$ cat src/rtl/i2c_regbus_target.sv
module i2c_regbus_target #(
  parameter logic [3:0] ADDR_HI  = 4'b0100,
  parameter int         FILT_LEN = 4
) (
  input  logic       clk,
  input  logic       rst_n,
  input  logic       scl_i,
  input  logic       sda_i,
  output logic       sda_oe,
  input  logic [2:0] strap_a,
  output logic [1:0] reg_addr,
  output logic [7:0] reg_wdata,
  output logic       reg_we,
  input  logic [7:0] reg_rdata,
  output logic       reg_re
);

  localparam int CW = $clog2(FILT_LEN + 1);

  typedef enum logic [2:0] {
    ST_IDLE, ST_ADDR, ST_AACK, ST_WR, ST_WACK, ST_RD, ST_RACK
  } st_t;

  logic [1:0] raw, filt;
  assign raw = {scl_i, sda_i};

  for (genvar g = 0; g < 2; g++) begin : g_filt
    logic s1, s2, fl;
    logic [CW-1:0] cnt;
    always_ff @(posedge clk or negedge rst_n) begin
      if (!rst_n) begin
        s1  <= 1'b1;
        s2  <= 1'b1;
        fl  <= 1'b1;
        cnt <= '0;
      end else begin
        s1 <= raw[g];
        s2 <= s1;
        if (s2 != fl) begin
          if (cnt == CW'(FILT_LEN - 1)) begin
            fl  <= s2;
            cnt <= '0;
          end else begin
            cnt <= cnt + 1'b1;
          end
        end else begin
          cnt <= '0;
        end
      end
    end
    assign filt[g] = fl;
  end

  logic scl_f, sda_f, scl_d, sda_d;
  assign scl_f = filt[1];
  assign sda_f = filt[0];

  always_ff @(posedge clk or negedge rst_n) begin
    if (!rst_n) begin
      scl_d <= 1'b1;
      sda_d <= 1'b1;
    end else begin
      scl_d <= scl_f;
      sda_d <= sda_f;
    end
  end

  logic scl_rise, scl_fall, start_c, stop_c;
  assign scl_rise = scl_f & ~scl_d;
  assign scl_fall = ~scl_f & scl_d;
  assign start_c  = scl_f & scl_d & sda_d & ~sda_f;
  assign stop_c   = scl_f & scl_d & ~sda_d & sda_f;

  st_t        st;
  logic [3:0] bitcnt;
  logic [7:0] shreg, ptr_q, rd_byte;
  logic       first, rw;
  logic       ptr_ok;

  assign ptr_ok    = (ptr_q[7:2] == 6'd0);
  assign rd_byte   = ptr_ok ? reg_rdata : 8'hFF;
  assign reg_addr  = ptr_q[1:0];
  assign reg_wdata = shreg;

  always_ff @(posedge clk or negedge rst_n) begin
    if (!rst_n) begin
      st     <= ST_IDLE;
      bitcnt <= '0;
      shreg  <= '0;
      ptr_q  <= '0;
      first  <= 1'b0;
      rw     <= 1'b0;
      sda_oe <= 1'b0;
      reg_we <= 1'b0;
      reg_re <= 1'b0;
    end else begin
      reg_we <= 1'b0;
      reg_re <= 1'b0;
      if (start_c) begin
        st     <= ST_ADDR;
        bitcnt <= '0;
        sda_oe <= 1'b0;
        first  <= 1'b1;
      end else if (stop_c) begin
        st     <= ST_IDLE;
        sda_oe <= 1'b0;
      end else begin
        unique case (st)
          ST_ADDR: begin
            if (scl_rise) begin
              shreg  <= {shreg[6:0], sda_f};
              bitcnt <= bitcnt + 1'b1;
            end else if (scl_fall && bitcnt == 4'd8) begin
              if (shreg[7:1] == {ADDR_HI, strap_a}) begin
                sda_oe <= 1'b1;
                rw     <= shreg[0];
                st     <= ST_AACK;
              end else begin
                st <= ST_IDLE;
              end
            end
          end
          ST_AACK: begin
            if (scl_fall) begin
              bitcnt <= '0;
              if (rw) begin
                shreg  <= rd_byte;
                sda_oe <= ~rd_byte[7];
                reg_re <= ptr_ok;
                st     <= ST_RD;
              end else begin
                sda_oe <= 1'b0;
                st     <= ST_WR;
              end
            end
          end
          ST_WR: begin
            if (scl_rise) begin
              shreg  <= {shreg[6:0], sda_f};
              bitcnt <= bitcnt + 1'b1;
            end else if (scl_fall && bitcnt == 4'd8) begin
              sda_oe <= 1'b1;
              st     <= ST_WACK;
              if (first) begin
                ptr_q <= shreg;
                first <= 1'b0;
              end else if (ptr_ok && ptr_q[1:0] != 2'd0) begin
                reg_we <= 1'b1;
              end
            end
          end
          ST_WACK: begin
            if (scl_fall) begin
              sda_oe <= 1'b0;
              bitcnt <= '0;
              st     <= ST_WR;
            end
          end
          ST_RD: begin
            if (scl_rise) begin
              bitcnt <= bitcnt + 1'b1;
            end else if (scl_fall) begin
              if (bitcnt == 4'd8) begin
                sda_oe <= 1'b0;
                st     <= ST_RACK;
              end else begin
                shreg  <= {shreg[6:0], 1'b0};
                sda_oe <= ~shreg[6];
              end
            end
          end
          ST_RACK: begin
            if (scl_rise) begin
              if (sda_f) st <= ST_IDLE;
            end else if (scl_fall) begin
              bitcnt <= '0;
              shreg  <= rd_byte;
              sda_oe <= ~rd_byte[7];
              reg_re <= ptr_ok;
              st     <= ST_RD;
            end
          end
          default: ;
        endcase
      end
    end
  end

  AST_ACK_SCL_LOW: assert property (@(posedge clk) disable iff (!rst_n) $rose(sda_oe) |-> !scl_f);
  AST_WE_PULSE:    assert property (@(posedge clk) disable iff (!rst_n) reg_we |=> !reg_we);
  AST_WE_NOT_RO:   assert property (@(posedge clk) disable iff (!rst_n) reg_we |-> reg_addr != 2'd0);
  AST_RE_PULSE:    assert property (@(posedge clk) disable iff (!rst_n) reg_re |=> !reg_re);
  AST_IDLE_QUIET:  assert property (@(posedge clk) disable iff (!rst_n) st == ST_IDLE |-> !sda_oe);
  AST_STOP_FREE:   assert property (@(posedge clk) disable iff (!rst_n) stop_c |=> !sda_oe);
  AST_WE_RE_APART: assert property (@(posedge clk) disable iff (!rst_n) !(reg_we && reg_re));

endmodule

$ cat config.mk
export PLATFORM = sky130hd
export DESIGN_NAME = i2c_regbus_target
export DESIGN_NICKNAME = d
export VERILOG_FILES = /design/src/rtl/i2c_regbus_target.sv
export SDC_FILE = /design/constraint.sdc
export NUM_CORES = 1
export LEC_CHECK = 0
export BUFFER_PORTS_ARGS = -buffer_cell sky130_fd_sc_hd__buf_2
export CORE_MARGIN = 5
export CORE_UTILIZATION = 52
export DETAILED_ROUTE_END_ITERATION = 10
export MAX_ROUTING_LAYER = met4
export PLACE_DENSITY = 0.75
export SYNTH_ARGS = -nofsm -noshare
export SYNTH_HDL_FRONTEND = slang
export SYNTH_SLANG_ARGS = --single-unit
export TNS_END_PERCENT = 100
$ cat constraint.sdc
create_clock -name clk -period 2.3 [get_ports clk]
set_clock_uncertainty 0.2 [all_clocks]
set_input_delay 0.23 -clock clk [delete_from_list [all_inputs] [get_ports clk]]
set_output_delay 0.23 -clock clk [all_outputs]
set_load 0.01 [all_outputs]
## Word level (Yosys, flattened, before mapping)

Cells that the tools add are included.

- Output and inout bits: 13
- Bits of input ports: 15
- Register bits after elaboration: 42

- Multiplexer cells: 72
- $add $sub $neg: 3
- Eq/ne operators: 38
- Bitwise logic cells: 16
- Reduce and logical (&&, ||, !) cells: 21

Operator list:

| operator | count |
|---|---|
| 8-bit two-way mux | 9 |
| 3-bit two-way mux | 19 |
| 4-bit inequality test, second input constant | 12 |
| 1-bit two-way mux | 33 |
| 8-bit case mux with 4 select lines | 1 |
| 12-bit AND reduction | 2 |
| 4-bit two-way mux | 5 |
| 3-bit case mux with 6 select lines | 1 |
| 2-bit inequality test, second input constant | 8 |
| 3-bit by 2-bit == test with 1-bit output, second input constant | 4 |
| 4-bit case mux with 3 select lines | 1 |
| 6-bit AND reduction | 2 |
| 11-bit AND reduction | 1 |
| 5-bit inequality test, second input constant | 2 |
| 3-bit == test, second input constant | 3 |
| 1-bit NOT | 9 |
| 4-bit AND reduction | 2 |
| 4-bit nonzero test | 2 |
| 8-bit nonzero test | 1 |
| 1-bit AND | 7 |
| 7-bit by 6-bit == test with 1-bit output | 1 |
| 3-bit by 1-bit adder with 3-bit output, second input constant | 2 |
| 6-bit zero test | 1 |
| 1-bit case mux with 6 select lines | 1 |
| other kinds (14) | 21 |

## Logic depth before layout (Yosys ltp)

Gate-level depths: netlist (run 1).

- Depth after elaboration: 9
- Mapped depth: 9
- Gate-level depth less buffers: 7

## Worst setup path before layout (run 1)

OpenSTA, ideal clock, no wires.

- Path type: reg2reg
- From: register g_filt[1].fl
- To: register shreg[0], in the netlist reg_wdata[0]
- Setup slack: 0.039 ns
- Library setup time: 0.125 ns
- Data arrival time: 1.936 ns
- Period minus slack after synthesis: 2.261 ns
- Buffers on the path: 2
- Stages on the path, launching flop included: 9
- Path through: dfstp_2 ha_1 buf_2 nor2b_1 a211oi_2 a21oi_1 or3_1 buf_6 mux2_4

- Longest elaborated chain between the ends: 5
- Elaborated cells on any way between the ends: 17
- Classes of those cells: 6 x eq/ne; 10 x bitwise; 1 x reduce/logical

RTL lines:

| element | line | text |
|---|---|---|
| from (decl) | 28 | `logic s1, s2, fl;` |
| from (signal assigned) | 34 | `fl <= 1'b1;` |
| from (signal assigned) | 41 | `fl <= s2;` |
| 1-bit AND | 71, 72 |  |
| 1-bit AND (on tied branches) (2 in series) | 72, 71 |  |
| 1-bit NOT (no source line) | n/a |  |
| 11-bit AND reduction (no source line) * | n/a |  |
| to (signal assigned) | 111 | `shreg <= {shreg[6:0], sda_f};` |
| to (signal assigned) | 127 | `shreg <= rd_byte;` |
| to (signal assigned) | 139 | `shreg <= {shreg[6:0], sda_f};` |
| to (decl) | 76 | `logic [7:0] shreg, ptr_q, rd_byte;` |

Mark *: on every way between the ends. The rest lies on a longest branch, timed or not.
A chain may end at the register's enable or synchronous reset.

## Final worst setup path (run 1)

- From: register scl_d
- To: register bitcnt[0]

- Longest elaborated chain between the ends: 6
- Elaborated cells on any way between the ends: 18
- Classes of those cells: 3 x eq/ne; 5 x mux; 8 x bitwise; 2 x reduce/logical

RTL lines:

| element | line | text |
|---|---|---|
| from (decl) | 54 | `logic scl_f, sda_f, scl_d, sda_d;` |
| from (signal assigned) | 63 | `scl_d <= scl_f;` |
| 1-bit AND | 70 | `assign scl_fall = ~scl_f & scl_d;` |
| 4-bit two-way mux (2 in series) | n/a |  |
| 4-bit case mux with 3 select lines | n/a |  |
| 4-bit two-way mux | n/a |  |
| 4-bit two-way mux | 99 | `if (start_c) begin` |
| to (signal assigned) | 112 | `bitcnt <= bitcnt + 1'b1;` |
| to (signal assigned) | 140 | `bitcnt <= bitcnt + 1'b1;` |
| to (signal assigned) | 161 | `bitcnt <= bitcnt + 1'b1;` |
| to (decl) | 75 | `logic [3:0] bitcnt;` |

Parallel ways exist; a longest one is shown, timed or not. The select of a mux whose other input is x is not followed.

==> impl_results.md, run 1 <==
- Register bit total from synthesis: 42
- DR WL/cell: approximately 15 µm
- Sequential share of power: approximately 33%
- Final Cell Area: between 2000 and 3000 µm²
- Int Power: 2.21 mW
- First-pass GRT wire length: between 8 and 9 mm
- Post-synthesis cell area: roughly 2300 µm²
- Initial Utilization: approximately 53%
- DRC: 0
- Slew Limit Fails: 0
- Min-Delay Path Class: input port to register
- Combinational group share of total power: 53.9%
- Worst EP arrival: about 2200 ps
- Final Critical Period: 2210 ps
- Crit Reg-Reg Startpoint: scl_d
- CP max stage delay: about 570 ps
- PD cells: 1290 nW/µm²
- Skew-Pair Late Insertion Delay: 300 ps
- Layout area overhead: 22.8%
- Vias after detailed routing: ~1,800
- Clock-pin slew on the worst setup and hold paths: around 80 ps
- Initial DRC Count: ~150
- H-tree Lvls: 2
- Ys Warns: 0
- Worst-margin pin slew: 498 ps
- Period utilization: 96.2%
- Max transition margin: between 60% and 70%
- Number of enable flip-flop cells after synthesis: 0
- Worst hold start: reg_rdata[0]
- Avg Vias per Cell: approximately 5.7
- Sequential share of the synthesized area: a little under half
- Vias in the first global route: about 1,800
- DP HPWL: about 3.5 mm
- Die height: about 77 µm
- Root Driver: clkbuf_8
- GRT Total Usage: 18.6%
- Worst setup path category: register to register
- Synth cell types: 55
- Hold depth: 4
- Clock sinks: 42
- Cell with the biggest individual delay on the critical path: dfstp_2
- Gpl congestion: between 0.9 and 1
- Fmax: between 400 and 500 MHz
- WP data required: around 2300 ps
- Layout cells sized above 1: between 30% and 40%
- Final #Nets: 291
- Max-cap violations: 0
- Chip Width: 76.6 µm
- Status: complete, no violations
- Fill cells: around 350
- Worst setup path startpoint: scl_d
- VDD IR max: 0.669 mV
- Total inserted antenna cells: 0
- Syn avg cell area: between 10 and 15 µm²
- Mapped Nets: 241
- P_leak: 1.31 nW
- Port Buf Inserts: 27
- Rows: 24
- Num CTS Buffers: 5
- Crit-path max FO: 4
- Clock Path Buffers: 2
- TritonCTS clock tree: yes
- Switching pwr: roughly 1.5 mW
- CP Cell Sequence: ha_4, buf_4, o21ai_0, a211oi_2, a21oi_2, or2_4, mux2_2
- Path depth of the worst reg2reg path: 7
- Die ar.: just under 6000 µm²
- 1st-pass router iterations: 4
- Post-route ant nets: 0
- Final setup viols: 0
- CP Launch Type: register
- Initial antenna violation count: 0
- DP Area: between 2000 and 3000 µm²
- Setup TNS: 0 ps
- Critical Path End Type: register
- Clock power frac: roughly an eighth
- Dpl ws: around 16 ps
- Final hold vios: 0
- Total gr overflow: 0
- Core Footprint: approximately 4300 µm²
- IO Count: 28
- Post-Route WL: roughly 4.9 mm
- Final WS setup: roughly 88 ps
- Most used DFF post-synth: dfrtp_1
- Synth Instances: roughly 220
- Largest net degree at the start of global routing: 18
- Switching portion of total power: 39.6%
- Async set or reset register ratio after synthesis: 100%
## flip-flops by register name (all words and copies together), names as in the netlist
signal and flops:
reg_we 1, g_filt.s2 2, sda_oe 1, bitcnt 4
reg_re 1, g_filt.cnt 6, st 3, g_filt.fl 2
scl_d 1, reg_wdata 8, ptr_q 8, rw 1
first 1, g_filt.s1 2, sda_d 1
## worst max-delay path: cells and delay by family (launching register included)
kind / cells / cell delay (ps)
flops: 1 / 570
simple gates: 1 / 270
fa+ha+maj: 1 / 170
mux: 1 / 260
compound gates: 3 / 500
buf+inv: 1 / 130
## layout by cell type, fill, tap and decap left out, drive strengths merged, types with 8 or more instances in the layout
cell,netlist,final
inv,9,9
dfstp,8,8
nand2,10,10
buf,10,53
dfrtp,34,34
mux2,18,18
nor2,21,21
o21ai,8,8
nor2b,8,8
a21oi,14,14
## cell usage after synthesis, types with 3 or more instances
library cell | number | share of area [%]
nor3_1 | 5 | 1.1
dfstp_2 | 8 | 9.1
nor3b_1 | 4 | 1.3
nor2_1 | 21 | 3.4
ha_1 | 7 | 3.8
o21ai_0 | 8 | 1.7
nand3_1 | 4 | 0.87
inv_1 | 9 | 1.5
dfrtp_1 | 34 | 37
nand2b_1 | 7 | 1.9
nor2b_1 | 8 | 2.2
a21oi_1 | 14 | 3.0
buf_2 | 6 | 1.3
mux2_1 | 9 | 4.4
nand2_1 | 10 | 1.6
xnor2_1 | 6 | 2.3
clkbuf_1 | 3 | 0.49
mux2_4 | 7 | 4.6
## power by group through the flow
stage          sequential [mW]  combinational (mW)  clock (mW)
6_report                  1.22                1.97       0.467
5_1_grt                   1.26                2.18       0.526
4_1_cts                   1.20                1.81       0.483
3_5_place_dp              1.22                1.78           0
3_3_place_gp              1.20                1.76           0
2_1_floorplan             1.16                1.24           0
## final timing paths
kind	end	slack (ps)
setup reg to reg	bitcnt[0]	90
hold / removal	reg_wdata[0]	100
setup / recovery	bitcnt[0]	90
hold reg to reg	g_filt[1].s2	160
min in group asynchronous	ptr_q[7]	120
max in group asynchronous	g_filt[1].s1	1220
## per-stage QoR
stage                     power [mW]  utilization (%)  std cells  hold slack, ps
final                           3.66             65.5        322             105
after global routing            3.96             65.5        322             117
after CTS                       3.50             63.3        318            94.5
after detailed placement        3.00             60.4        307           -93.0
after global placement          2.97             60.4        307           -92.2
after floorplan                 2.40                -        219            -266
## cell families after synthesis
logic type | Yosys count | synth area share (%)
and+or+nand+nor | 77 | 18.9
AOI/OAI and AO/OA | 45 | 13.7
DFF | 42 | 46.0
adders and majority gates | 7 | 3.80
buffers and inverters | 22 | 4.56
muxes | 19 | 10.4
xor gates and xnor gates | 7 | 2.66
## repair_timing
action | 4_1_cts | 5_1_grt
hold buffers | 3 | 0
hold endpoints to repair | 36 | 0
buffers inserted | 0 | 4
gates resized for setup | 2 | 13
setup endpoints to repair | 2 | 22
pin swaps | 1 | 3
## metal layers
metal,routed length (µm),track usage [%]
met1,2120,24.3
met4,53,5.59
met3,307,4.73
met2,2440,28.7
met5,0,-
## cell type report
| class | count | area [µm²] | area share, % |
|---|---|---|---|
| Clock buffer | 6 | 72.6 | 2.56 |
| Multi-Input combinational cell | 155 | 1210 | 42.7 |
| Sequential cell | 42 | 1060 | 37.5 |
| Inverter | 9 | 33.8 | 1.19 |
| Tap cell | 52 | 65.1 | 2.30 |
| Timing Repair Buffer | 56 | 377 | 13.3 |
| Clock inverter | 2 | 13.8 | 0.486 |
Note: power is estimated with default switching activity, not from simulation.
==> inputs of run 2 (changes only) <==
--- a/config.mk
+++ b/config.mk
@@ -7,10 +7,11 @@
 export LEC_CHECK = 0
 export BUFFER_PORTS_ARGS = -buffer_cell sky130_fd_sc_hd__buf_2
 export CORE_MARGIN = 5
-export CORE_UTILIZATION = 52
+export CORE_UTILIZATION = 54
+export CTS_BUF_LIST = sky130_fd_sc_hd__clkbuf_8
 export DETAILED_ROUTE_END_ITERATION = 10
 export MAX_ROUTING_LAYER = met4
-export PLACE_DENSITY = 0.75
+export PLACE_DENSITY = 0.78
 export SYNTH_ARGS = -nofsm -noshare
 export SYNTH_HDL_FRONTEND = slang
 export SYNTH_SLANG_ARGS = --single-unit
==> impl_results.md, run 2 (same netlist as run 1, synthesis figures left out) <==
- Final WS setup: 26.7 ps (-61.7 ps)
- Die height: 75.3 µm (-1.6%)
- Slew Limit Fails: 0 (unchanged)
- Final #Nets: 287 (-1.4%)
- Worst-margin pin slew: 511 ps (+12.6 ps)
- Chip Width: 75.3 µm (-1.6%)
- Post-route ant nets: 0 (unchanged)
- Worst EP arrival: 2260 ps (+70 ps)
- Met3 Wirelength: 246 µm (-20%)
- TritonCTS clock tree: yes
- Met2 routed WL: 2.50 mm (+2.2%)
- DR WL/cell: 16.1 µm (+5.2%)
- P_leak: 1.29 nW (-1.8%)
- Max-cap violations: 0 (unchanged)
- CP Launch Type: register
- Post-Route WL: 5.09 mm (+3.2%)
- Skew-Pair Late Insertion Delay: 300 ps (about the same)
- IO Count: 28 (unchanged)
- Clock-pin slew on the worst setup and hold paths: 80 ps (about the same)
- Multi-input gate area: 1190 µm² (-1.6%)
- Clock Path Buffers: 2 (unchanged)
- Critical Path End Type: register
- PD cells: 1310 nW/µm² (+1.5%)
- Worst setup path category: register to register
- Initial antenna violation count: 0 (unchanged)
- DRC: 0 (unchanged)
- Crit-path max FO: 8 (+4)
- Die ar.: 5680 µm² (-3.2%)
- GRT Total Usage: 20.5% (+1.9 points)
- Commonest cells after routing, fill and taps aside: dfrtp_1, buf_2, nor2_1, buf_4, a21oi_1
- Core Footprint: 4060 µm² (-6.2%)
- First-pass GRT wire length: 8.54 mm (-1.6%)
- WP data required: 2290 ps (about the same)
- Final setup viols: 0 (unchanged)
- Max transition margin: 65.9% (-0.84 points)
- H-tree Lvls: 2 (unchanged)
- Uppermost layer routed: met4
- RSZ-0062 raised after global routing: yes
- Total inserted antenna cells: 0 (unchanged)
- Design Power: 3.67 mW (+0.10%)
- Avg Vias per Cell: 5.71 (-0.53%)
- Layout cells sized above 1: 32.3% (-2.5 points)
- Path depth of the worst reg2reg path: 7 (unchanged)
- Gpl congestion: 0.899 (-6.1%)
- Rows: 23 (-4.2%)
- 1st-pass router iterations: 4 (unchanged)
- DP HPWL: 3.73 mm (+5.6%)
- Initial DRC Count: 139 (-5.4%)
- Layout area overhead: 21.1%
- Commonest non-fill, non-tap cell in the layout: dfrtp_1
- Status: complete, no violations
- VDD IR max: 0.717 mV (+7.1%)
- Final Cell Area: 2790 µm² (-1.4%)
- Hold depth: 4 (unchanged)
- Metal-1 WL: 2.27 mm (+7.0%)
- Final Critical Period: 2270 ps (+61.7 ps)
- Fmax: 440 MHz (-2.7%)
- Root Driver: clkbuf_8
- Num CTS Buffers: 5 (unchanged)
- Fill cells: 294 (-16%)
- DP Area: 2590 µm² (-0.86%)
- Period utilization: 98.8% (+2.7 points)
- Total gr overflow: 0 (unchanged)
- Cell Count, Final, Fillers Out: 316 (-1.9%)
- Min-Delay Path Class: input port to register
- FF/Latch Area: 1060 µm² (unchanged)
- Port Buf Inserts: 27 (unchanged)
- Clock sinks: 42 (unchanged)
- Final hold vios: 0 (unchanged)
- Initial Utilization: 56.8% (+3.5 points)
- Vias in the first global route: 1,802 (-0.39%)
- Post-Place Cells: 304 (-0.98%)
- Largest net degree at the start of global routing: 23 (+5)
- Vias after detailed routing: 1,803 (-2.4%)
- Dpl ws: 8.77 ps (-7.21 ps)
[run 2: power breakdown]
| part | leakage [nW] | switching, mW | total, mW | internal (mW) |
|---|---|---|---|---|
| Combinational | 0.710 | 0.926 | 1.86 | 0.938 |
| Clock | 0.0556 | 0.259 | 0.579 | 0.319 |
| Sequential | 0.521 | 0.255 | 1.22 | 0.968 |
| Total | 1.29 | 1.44 | 3.67 | 2.23 |
[run 2: worst paths after layout]
path                              startpoint            to  slack, ps
worst min register to register  g_filt[0].s1  g_filt[0].s2        160
max in group asynchronous              rst_n         sda_d       1090
worst min-delay path            reg_rdata[0]  reg_wdata[0]        110
min in group asynchronous              rst_n      ptr_q[6]        210
worst max register to register         scl_d  reg_wdata[0]         30
worst max-delay path                   scl_d  reg_wdata[0]         30
[run 2: layer usage]
metal | vias up | track usage [%]
li1 | 867 | -
met2 | 59 | 33.4
met3 | 7 | 4.49
met4 | 0 | 6.41
met5 | - | -
met1 | 870 | 25.7
[run 2: area by class of cell]
| cell class | instances | share of cell area (%) |
|---|---|---|
| sequential | 42 | 38.0 |
| inverter | 9 | 1.21 |
| timing repair buffer | 52 | 12.0 |
| tap | 50 | 2.24 |
| multi-input combinational | 155 | 42.6 |
| clock buffer | 5 | 2.47 |
| clock inverter | 3 | 1.48 |
[run 2: worst max-delay path: stages (launching register included)]
cell and delay, ps:
dfstp_2 570, ha_4 160, nand2b_1 70, a221oi_2 210
a21oi_1 90, or3_1 390, buf_6 160, mux2_4 290
[run 2: repair_timing]
| item | 4_1_cts | 5_1_grt |
|---|---|---|
| hold buffers | 3 | 0 |
| buffers inserted | 0 | 1 |
| setup endpoints to repair | 1 | 20 |
| endpoints found under the hold margin | 18 | 0 |
| pin swaps | 0 | 4 |
| resized for setup | 1 | 10 |
[run 2: metrics by stage]
| step | hold slack [ps] | TNS (ps) | util [%] |
|---|---|---|---|
| 2_1_floorplan | -266 | 0 | - |
| 3_3_place_gp | -0.466 | 0 | 63.8 |
| 3_5_place_dp | 4.71 | 0 | 63.8 |
| 4_1_cts | 116 | 0 | 67.4 |
| 5_1_grt | 148 | -4.41 | 68.8 |
| 6_report | 113 | 0 | 68.8 |
